$ cat config.mk
export PLATFORM = sky130hd
export DESIGN_NAME = rx_lane_monitor
export DESIGN_NICKNAME = d
export VERILOG_FILES = /design/src/rtl/rxmon_pkg.sv /design/src/rtl/rxmon_level_filter.sv /design/src/rtl/rxmon_sd_combine.sv /design/src/rtl/rxmon_lane_mute.sv /design/src/rtl/rx_lane_monitor.sv
export SDC_FILE = /design/constraint.sdc
export NUM_CORES = 1
export LEC_CHECK = 0
export BUFFER_PORTS_ARGS = -buffer_cell sky130_fd_sc_hd__buf_2
export CAP_MARGIN = 25
export CORE_ASPECT_RATIO = 0.6
export CORE_MARGIN = 4
export CORE_UTILIZATION = 45
export DETAILED_ROUTE_END_ITERATION = 6
export GPL_TIMING_DRIVEN = 0
export PLACE_DENSITY = 0.79
export SYNTH_ARGS = -nofsm -noshare
export SYNTH_HDL_FRONTEND = slang
export SYNTH_SLANG_ARGS = --single-unit
$ cat constraint.sdc
create_clock -name clk -period 1.3 [get_ports clk]
set_clock_uncertainty 0.05 [all_clocks]
set_input_delay 0.195 -clock clk [delete_from_list [all_inputs] [get_ports clk]]
set_output_delay 0.195 -clock clk [all_outputs]
set_load 0.01 [all_outputs]
$ cat src/rtl/rxmon_pkg.sv
// Package rxmon_pkg
// Shared helpers for the lane monitor: counter sizing for the level filters.
// Assumes every cycle count handed to it is at least 1.
package rxmon_pkg;

    // Width needed to hold values 0 .. n-1 (at least one bit).
    function automatic int unsigned cnt_width(input int unsigned n);
        return (n <= 2) ? 1 : $clog2(n);
    endfunction

    // Larger of two counts.
    function automatic int unsigned max_of(input int unsigned a, input int unsigned b);
        return (a > b) ? a : b;
    endfunction

endpackage

$ cat src/rtl/rxmon_level_filter.sv
// Module rxmon_level_filter
// Asymmetric persistence filter. The output follows the input only after the
// input has disagreed with it on RISE_CYC consecutive edges (output low) or
// FALL_CYC consecutive edges (output high). Any agreeing sample restarts the
// run. Used for both the lane detect flags and the receiver-enable sequencing.
// Assumes level_in is synchronous to clk and both counts are at least 1.
module rxmon_level_filter #(
    parameter int unsigned RISE_CYC = 8,
    parameter int unsigned FALL_CYC = 5
) (
    input  logic clk,
    input  logic rst_n,
    input  logic level_in,
    output logic level_q
);
    import rxmon_pkg::*;

    localparam int unsigned MAX_CYC = max_of(RISE_CYC, FALL_CYC);
    localparam int unsigned CW      = cnt_width(MAX_CYC);
    localparam logic [CW-1:0] RISE_LAST = CW'(RISE_CYC - 1);
    localparam logic [CW-1:0] FALL_LAST = CW'(FALL_CYC - 1);

    logic [CW-1:0] run_cnt;
    logic [CW-1:0] run_last;
    logic          mismatch;

    // Select the run length that applies to the current output state.
    always_comb begin
        run_last = level_q ? FALL_LAST : RISE_LAST;
        mismatch = (level_in != level_q);
    end

    // Count consecutive disagreeing samples and flip the output on the last one.
    always_ff @(posedge clk) begin
        if (!rst_n) begin
            level_q <= 1'b0;
            run_cnt <= '0;
        end else if (!mismatch) begin
            run_cnt <= '0;
        end else if (run_cnt == run_last) begin
            level_q <= level_in;
            run_cnt <= '0;
        end else begin
            run_cnt <= run_cnt + 1'b1;
        end
    end


    flag_hold_chk: assert property (@(posedge clk) disable iff (!rst_n)
        (level_in == level_q) |=> $stable(level_q));


    run_bound_chk: assert property (@(posedge clk) disable iff (!rst_n)
        run_cnt <= CW'(MAX_CYC - 1));


    flip_follows_chk: assert property (@(posedge clk) disable iff (!rst_n)
        (level_q != $past(level_q)) |-> (level_q == $past(level_in)));

endmodule

$ cat src/rtl/rxmon_sd_combine.sv
// Module rxmon_sd_combine
// Gates the qualified lane flags with the receiver-on state and forms the
// link-level status as the AND of all lanes. Purely combinational.
// Assumes rx_on and lane_flag come from registers in the same clock domain.
module rxmon_sd_combine #(
    parameter int unsigned LANES = 12
) (
    input  logic             rx_on,
    input  logic [LANES-1:0] lane_flag,
    output logic [LANES-1:0] lane_sd,
    output logic             link_sd
);
    // Publish per-lane flags only while the receiver is on; reduce to link status.
    always_comb begin
        lane_sd = rx_on ? lane_flag : '0;
        link_sd = rx_on & (&lane_flag);
    end

endmodule

$ cat src/rtl/rxmon_lane_mute.sv
// Module rxmon_lane_mute
// Output gate for one lane. It passes the input word when the receiver is on
// and the lane is either qualified or squelch is disabled; otherwise it drives
// the zero idle word. Purely combinational, so muting tracks the flag in the
// same cycle.
// Assumes all inputs are synchronous to the consumer's clock.
module rxmon_lane_mute #(
    parameter int unsigned DATA_W = 2
) (
    input  logic              rx_on,
    input  logic              squelch_en,
    input  logic              lane_ok,
    input  logic [DATA_W-1:0] din,
    output logic [DATA_W-1:0] dout
);
    logic pass;

    // Decide whether this lane's word reaches the output.
    always_comb begin
        pass = rx_on & (lane_ok | ~squelch_en);
        dout = pass ? din : '0;
    end

endmodule

$ cat src/rtl/rx_lane_monitor.sv
// Module rx_lane_monitor
// Receive-side signal-detect qualifier for a multi-lane parallel link.
// Each lane's raw present bit is filtered into a qualified flag. The flags are
// AND-reduced into a link status, and unqualified lanes are muted when
// squelch is enabled. A receiver enable with a long turn-on and a short
// turn-off window gates everything.
// Assumes all inputs are synchronous to clk; reset is synchronous, active low.
module rx_lane_monitor #(
    parameter int unsigned LANES      = 12,
    parameter int unsigned DATA_W     = 2,
    parameter int unsigned SET_CYCLES = 8,
    parameter int unsigned CLR_CYCLES = 5,
    parameter int unsigned ON_CYCLES  = 30,
    parameter int unsigned OFF_CYCLES = 3
) (
    input  logic                     clk,
    input  logic                     rst_n,
    input  logic                     rx_enable,
    input  logic                     squelch_en,
    input  logic [LANES-1:0]         lane_present,
    input  logic [LANES*DATA_W-1:0]  lane_din,
    output logic [LANES*DATA_W-1:0]  lane_dout,
    output logic [LANES-1:0]         lane_sd,
    output logic                     link_sd
);
    localparam int unsigned BUS_W = LANES * DATA_W;

    logic             rx_on;
    logic [LANES-1:0] lane_flag;

    // Receiver-enable sequencing: long rise window, short fall window.
    rxmon_level_filter #(
        .RISE_CYC (ON_CYCLES),
        .FALL_CYC (OFF_CYCLES)
    ) u_enable_seq (
        .clk      (clk),
        .rst_n    (rst_n),
        .level_in (rx_enable),
        .level_q  (rx_on)
    );

    // One qualifier and one output gate per lane.
    for (genvar gi = 0; gi < LANES; gi++) begin : g_lane
        rxmon_level_filter #(
            .RISE_CYC (SET_CYCLES),
            .FALL_CYC (CLR_CYCLES)
        ) u_qual (
            .clk      (clk),
            .rst_n    (rst_n),
            .level_in (lane_present[gi]),
            .level_q  (lane_flag[gi])
        );

        rxmon_lane_mute #(
            .DATA_W (DATA_W)
        ) u_mute (
            .rx_on      (rx_on),
            .squelch_en (squelch_en),
            .lane_ok    (lane_flag[gi]),
            .din        (lane_din[gi*DATA_W +: DATA_W]),
            .dout       (lane_dout[gi*DATA_W +: DATA_W])
        );


        mute_lost_chk: assert property (@(posedge clk) disable iff (!rst_n)
            (rx_on && squelch_en && !lane_flag[gi]) |-> (lane_dout[gi*DATA_W +: DATA_W] == '0));


        pass_good_chk: assert property (@(posedge clk) disable iff (!rst_n)
            (rx_on && lane_sd[gi]) |-> (lane_dout[gi*DATA_W +: DATA_W] == lane_din[gi*DATA_W +: DATA_W]));


        no_squelch_chk: assert property (@(posedge clk) disable iff (!rst_n)
            (rx_on && !squelch_en) |-> (lane_dout[gi*DATA_W +: DATA_W] == lane_din[gi*DATA_W +: DATA_W]));


        same_cycle_mute_chk: assert property (@(posedge clk) disable iff (!rst_n)
            ($fell(lane_sd[gi]) && rx_on && squelch_en) |-> (lane_dout[gi*DATA_W +: DATA_W] == '0));
    end

    // Status gating and link-level reduction.
    rxmon_sd_combine #(
        .LANES (LANES)
    ) u_combine (
        .rx_on     (rx_on),
        .lane_flag (lane_flag),
        .lane_sd   (lane_sd),
        .link_sd   (link_sd)
    );


    link_all_chk: assert property (@(posedge clk) disable iff (!rst_n)
        link_sd |-> (&lane_sd));


    link_any_loss_chk: assert property (@(posedge clk) disable iff (!rst_n)
        (lane_sd != {LANES{1'b1}}) |-> !link_sd);


    idle_when_off_chk: assert property (@(posedge clk) disable iff (!rst_n)
        !rx_on |-> (lane_dout == {BUS_W{1'b0}} && lane_sd == '0 && !link_sd));


    on_needs_enable_chk: assert property (@(posedge clk) disable iff (!rst_n)
        $rose(rx_on) |-> $past(rx_enable));


    off_needs_low_chk: assert property (@(posedge clk) disable iff (!rst_n)
        $fell(rx_on) |-> !$past(rx_enable));

endmodule

==> impl_metrics.json, run 1 <==
{
  "outcome": "finished with violations",
  "violations": "negative setup slack",
  "die_h_um": 69.1,
  "finalMaxSlewViolations": 0,
  "p_leak_nw": 1.80,
  "crit_chain": "clkbuf_16, o21ai_2, nor2_1, buf_2",
  "core_area_mm2": 0.00581,
  "p_int_w": 0.00227,
  "crit_cells": 4,
  "switchingPower_w": 0.000732,
  "clk_pin_slew_ns": 0.10,
  "regToRegEndpoint": "u_enable_seq.run_cnt[0]$_SDFF_PP0_",
  "htreeDepth": 2,
  "post-route-period-util_pct": 115,
  "path_delay_family": "flip-flops",
  "power_frac_clock_pct": 32.6,
  "cp-endpoint": "lane_dout[0]",
  "start_util_pct": 48.2,
  "grt_pass1_vias": 2442,
  "cap_viol_max_count": 0,
  "crit_arrival_ns": 1.26,
  "crit_slowest_cell": "dfxtp_4",
  "drive_above_1_share_pct": 42.2,
  "vias": 2559,
  "insertedDiodeCount": 0,
  "post-route-util_pct": 65.6,
  "seqPwrFrac_pct": 57.3,
  "ioPinCount": 77,
  "dieWidth_um": 110,
  "clock-sinks": 54,
  "numPlacedInstances": 473,
  "drt_iter0_drc": 103,
  "grt_setup_unrepaired": "true",
  "dieArea_mm2": 0.00759,
  "synth-edff-count": 0,
  "gr-total-overflow": 0,
  "crit_buf_inv": 2,
  "wire_per_inst_um": 15.2,
  "start_kind": "flip-flop",
  "io_buffers": 76,
  "ys_seq_area_share_pct": 38.6,
  "gp_congestion": 0.815,
  "ir_drop_mv": 0.468,
  "yosysTopAreaCellShare_pct": 38.6,
  "hold_buffers": 0,
  "grt_max_degree": 16,
  "critPathCaptureType": "output port",
  "path_max_fanout": 10,
  "post-place-ws_ns": -0.379,
  "hpwl_um": 4790,
  "finalSetupViolCount": 43,
  "tightest_slew_ns": 0.579,
  "switching_share_pct": 24.4,
  "antenna_found_initial": 0,
  "netlist_top_cells_area": "dfxtp_1 (39%), nor3b_1 (6.4%), ha_1 (5.8%)",
  "fmax_mhz": 666,
  "antenna_left": 0,
  "yosys_warnings": 0,
  "synth_most_common_cell": "dfxtp_1",
  "synth_nets": 370,
  "r2r_cells": 3,
  "syn-instance-count": 317,
  "critPathLaunch": "u_enable_seq.level_q$_SDFFE_PN0P_",
  "synth_area_mm2": 0.00280,
  "clock_path_buffers": 2,
  "yosys.area.top_type": "dfxtp_1",
  "critical_path_class": "reg -> out",
  "r2r_slack_ns": -0.18,
  "worstPathRequired_ns": 1.05,
  "powerDensity_mw_per_mm2": 789,
  "wl_um": 7480,
  "whs_ns": 0.116,
  "hold_violations": 0,
  "ys_seq_elements": 54,
  "rows": 21,
  "worstHoldPathType": "in -> reg",
  "total_power_w": 0.00301,
  "area_growth_pct": 36.1,
  "fin_crit_ns": 1.50,
  "max-slew-margin-rel_pct": 61.4,
  "grt_use_total_pct": 18.7,
  "ys_async_sr_fraction_pct": 0,
  "avgSynthCellArea_um2": 8.83,
  "grt_pass1_wl_um": 11600,
  "synth_ff_type": "dfxtp_1",
  "insertion_delay_ns": 0.31,
  "max_stage_delay_ns": 0.42,
  "cts_buffers": 5,
  "route.detailed.drc": 0,
  "fin_nets": 464,
  "fin_ws_ns": -0.201,
  "p_comb_share_pct": 10.1,
  "synth_cell_type_count": 28,
  "clock-root-buffer": "clkbuf_8",
  "cts_tree": "yes",
  "dr.pass1.iters": 4,
  "fillCellCount": 467,
  "final_cells": 492,
  "r2r-start": "u_enable_seq.run_cnt[3]$_SDFF_PP0_",
  "synth_common_cells": "dfxtp_1 (54), inv_1 (27), o21ai_0 (25)",
  "vias_per_cell": 5.20,
  "multiInputGateArea_mm2": 0.00184,
  "seq_area_mm2": 0.00115
}
[routing by layer]
metal  part of all wire (%)  wire [um]  global-route usage (%)  vias to the layer above
li1                       -          -                       -                     1277
met1                     44       3290                    25.3                     1212
met2                     50       3710                    31.1                       62
met3                    5.6        419                    4.10                        8
met4                   0.72         54                    2.49                        0
met5                      0          0                       0                        -
[through the flow]
step,TNS (ns),cell area [um2]
after floorplan,-0.368,2800
after global placement,-8.89,3280
after detailed placement,-9.60,3280
after CTS,-5.42,3560
after global routing,-8.23,3810
final,-5.57,3810
[registers in the layout (all words and copies together), names as in the netlist]
name	flops
u_enable_seq.run_cnt	5
u_enable_seq.level_q	1
g_lane.u_qual.level_q	12
g_lane.u_qual.run_cnt	36
[cells by family (layout without fill, tap and decap cells)]
kind of cell             after synthesis  count (layout)  synth area share (%)
AO/OA/AOI/OAI                         57              57                  14.2
XOR/XNOR                              15              15                  4.69
adder cells (fa/ha/maj)               13              13                  5.81
buffers and inverters                 35             130                  4.69
flip-flops                            54              54                  38.6
AND/OR/NAND/NOR                      143             143                  32.0
[worst reg2reg max path, delay by kind of cell (launching register included)]
kind            cells  cell delay [ns]
compound gates      2             0.41
flops               1             0.33
simple gates        1             0.57
[what timing repair did]
action,4_1_cts,5_1_grt
cloned,0,0
resized for setup,57,56
pin swaps,13,17
setup endpoints to repair,57,57
buffers inserted,4,7
[power groups by stage]
stage	Combinational, W	Clock (W)	Sequential (W)
floorplan	0.000131	0	0.00176
global placement	0.000229	0	0.00177
detailed placement	0.000238	0	0.00177
CTS	0.000260	0.000999	0.00172
global route	0.000337	0.00107	0.00173
finish	0.000304	0.000980	0.00172
[how the worst min path moves through the flow]
| stage | from | endpoint | slack, ns | cells past startpoint |
|---|---|---|---|---|
| after floorplan | rx_enable | u_enable_seq.level_q$_SDFFE_PN0P_ | 0.28 | 2 |
| after global placement | g_lane[10].u_qual.run_cnt[0]$_SDFF_PP0_ | g_lane[10].u_qual.run_cnt[0]$_SDFF_PP0_ | 0.40 | 1 |
| after detailed placement | g_lane[7].u_qual.run_cnt[0]$_SDFF_PP0_ | g_lane[7].u_qual.run_cnt[0]$_SDFF_PP0_ | 0.41 | 1 |
| after CTS | rx_enable | u_enable_seq.level_q$_SDFFE_PN0P_ | 0.10 | 3 |
| after global routing | lane_present[11] | g_lane[11].u_qual.level_q$_SDFFE_PN0P_ | 0.11 | 3 |
| final | lane_present[10] | g_lane[10].u_qual.level_q$_SDFFE_PN0P_ | 0.12 | 3 |
[layout make-up]
class                      instances  area share [%]
buffer                             8            1.48
clock inverter                     1           0.131
tap                               80            2.63
multi-input combinational        228            48.4
inverter                          27            2.66
timing repair buffer              87            12.2
sequential                        54            30.2
clock buffer                       7            2.27
[cell usage in the layout, fill, tap and decap left out, types with 12 or more instances in the layout]
| master | instances |
|---|---|
| buf_2 | 76 |
| dfxtp_2 | 32 |
| inv_1 | 27 |
| nor2_1 | 24 |
| nor3b_1 | 24 |
| nand2_1 | 14 |
| dfxtp_1 | 14 |
| o21ai_0 | 13 |
| and3b_1 | 13 |
| xnor2_1 | 13 |
| ha_1 | 13 |
| and3_1 | 12 |
| nand2b_1 | 12 |
| or3b_4 | 12 |
| nor2b_1 | 12 |
| a21boi_0 | 12 |
(Power assumes the default switching activity.)
==> run 2, diff against run 1 <==
--- a/config.mk
+++ b/config.mk
@@ -13,6 +13,8 @@
 export DETAILED_ROUTE_END_ITERATION = 6
 export GPL_TIMING_DRIVEN = 0
 export PLACE_DENSITY = 0.79
+export SKIP_CTS_REPAIR_TIMING = 1
 export SYNTH_ARGS = -nofsm -noshare
 export SYNTH_HDL_FRONTEND = slang
 export SYNTH_SLANG_ARGS = --single-unit
+export TNS_END_PERCENT = 20
==> impl_metrics.json, run 2 (synthesis results as in run 1) <==
{
  "gr-total-overflow": 0,
  "max-slew-margin-rel_pct": 63.6,
  "finalSetupViolCount": 40,
  "outcome": "finished with violations",
  "final_cell_mix": "buf_2 (77), inv_1 (27), nor2_1 (24), nor3b_1 (24), dfxtp_2 (24)",
  "route.detailed.drc": 0,
  "fmax_mhz": 669,
  "fin_ws_ns": -0.195,
  "rows": 21,
  "tightest_slew_ns": 0.547,
  "worstPathRequired_ns": 1.05,
  "antenna_found_initial": 0,
  "drt_iter0_drc": 87,
  "post-route-period-util_pct": 115,
  "core_area_mm2": 0.00581,
  "p_leak_nw": 1.74,
  "critical_path_class": "reg -> out",
  "wl_um": 6960,
  "worstHoldPathType": "in -> reg",
  "grt_max_degree": 16,
  "clock-root-buffer": "clkbuf_8",
  "io_buffers": 76,
  "htreeDepth": 2,
  "crit_arrival_ns": 1.25,
  "ir_drop_mv": 0.518,
  "vias_per_cell": 5.19,
  "top_regs": "g_lane.u_qual.run_cnt (36), g_lane.u_qual.level_q (12), u_enable_seq.run_cnt (5)",
  "hpwl_um": 4790,
  "clock_path_buffers": 2,
  "wire_per_inst_um": 14.4,
  "largest_reg_flops": 36,
  "final_common_cell": "buf_2",
  "fin_crit_ns": 1.50,
  "antenna_left": 0,
  "cts_buffers": 5,
  "ioPinCount": 77,
  "regMostFlops": "g_lane.u_qual.run_cnt",
  "critPathMostFrequentCell": "buf_2",
  "powerDensity_mw_per_mm2": 807,
  "gp_congestion": 0.815,
  "fillCellCount": 493,
  "max_stage_delay_ns": 0.40,
  "violations": "negative setup slack",
  "multiInputGateArea_mm2": 0.00182,
  "grt_pass1_vias": 2372,
  "dieWidth_um": 110,
  "crit_slowest_cell": "dfxtp_4",
  "cts_tree": "yes",
  "seq_area_mm2": 0.00114,
  "hold_violations": 0,
  "fin_nets": 455,
  "dr.pass1.iters": 4,
  "post-route-util_pct": 63.6,
  "start_kind": "flip-flop",
  "total_power_w": 0.00298,
  "start_util_pct": 48.2,
  "die_h_um": 69.1,
  "dieArea_mm2": 0.00759,
  "cap_viol_max_count": 0,
  "finalMaxSlewViolations": 0,
  "clk_pin_slew_ns": 0.09,
  "grt_setup_unrepaired": "true",
  "critPathCaptureType": "output port",
  "grt_use_total_pct": 17.5,
  "drive_above_1_share_pct": 37.5,
  "crit_chain": "buf_2, and2_1, buf_2",
  "insertedDiodeCount": 0,
  "area_growth_pct": 32.0,
  "path_max_fanout": 10,
  "clock-sinks": 54,
  "grt_pass1_wl_um": 10900,
  "vias": 2507,
  "insertion_delay_ns": 0.31
}
run 2: layout make-up:
class | count | share of cell area [%]
clock inverters | 1 | 0.136
inverters | 27 | 2.74
multi-input cells | 228 | 49.3
plain buffers | 8 | 1.19
flip-flops and latches | 54 | 30.9
repair buffers | 78 | 10.7
clock buffers | 7 | 2.34
well taps | 80 | 2.71
run 2: final timing paths:
kind	startpoint	end	slack, ns	depth (start not counted)
worst max-delay path	u_enable_seq.level_q$_SDFFE_PN0P_	lane_sd[7]	-0.20	3
worst min register to register	g_lane[8].u_qual.run_cnt[0]$_SDFF_PP0_	g_lane[8].u_qual.run_cnt[0]$_SDFF_PP0_	0.39	1
worst max register to register	u_enable_seq.run_cnt[4]$_SDFF_PP0_	u_enable_seq.level_q$_SDFFE_PN0P_	-0.17	3
worst min-delay path	lane_present[11]	g_lane[11].u_qual.level_q$_SDFFE_PN0P_	0.11	3
run 2: report_power, final:
| group | internal, W | switching [W] |
|---|---|---|
| registers | 0.00168 | 0.0000400 |
| clock network | 0.000431 | 0.000548 |
| logic | 0.000149 | 0.000133 |
| total | 0.00226 | 0.000721 |
run 2: through the flow:
stage | cells | instance area [um2] | setup TNS [ns] | setup slack (ns) | hold slack, ns
floorplan | 317 | 2800 | -0.368 | -0.0675 | 0.284
global placement | 473 | 3280 | -8.89 | -0.319 | 0.405
detailed placement | 473 | 3280 | -9.60 | -0.379 | 0.406
CTS | 481 | 3370 | -21.45 | -0.740 | 0.110
global route | 483 | 3690 | -8.53 | -0.290 | 0.110
finish | 483 | 3690 | -4.95 | -0.195 | 0.115
run 2: worst max-delay path: cells and delay by family (launching register included):
family,cells,cell delay [ns]
flops,1,0.40
buf+inv,2,0.37
simple gates,1,0.18
run 2: routing by layer:
| metal | routed length, um | share of wire, % | global-route usage, % | vias to the layer above |
|---|---|---|---|---|
| met5 | 0 | 0 | 0 | - |
| met4 | 40 | 0.57 | 2.63 | 0 |
| met3 | 478 | 6.9 | 4.10 | 5 |
| met2 | 3230 | 46 | 28.7 | 60 |
| met1 | 3210 | 46 | 23.7 | 1183 |
| li1 | - | - | - | 1259 |
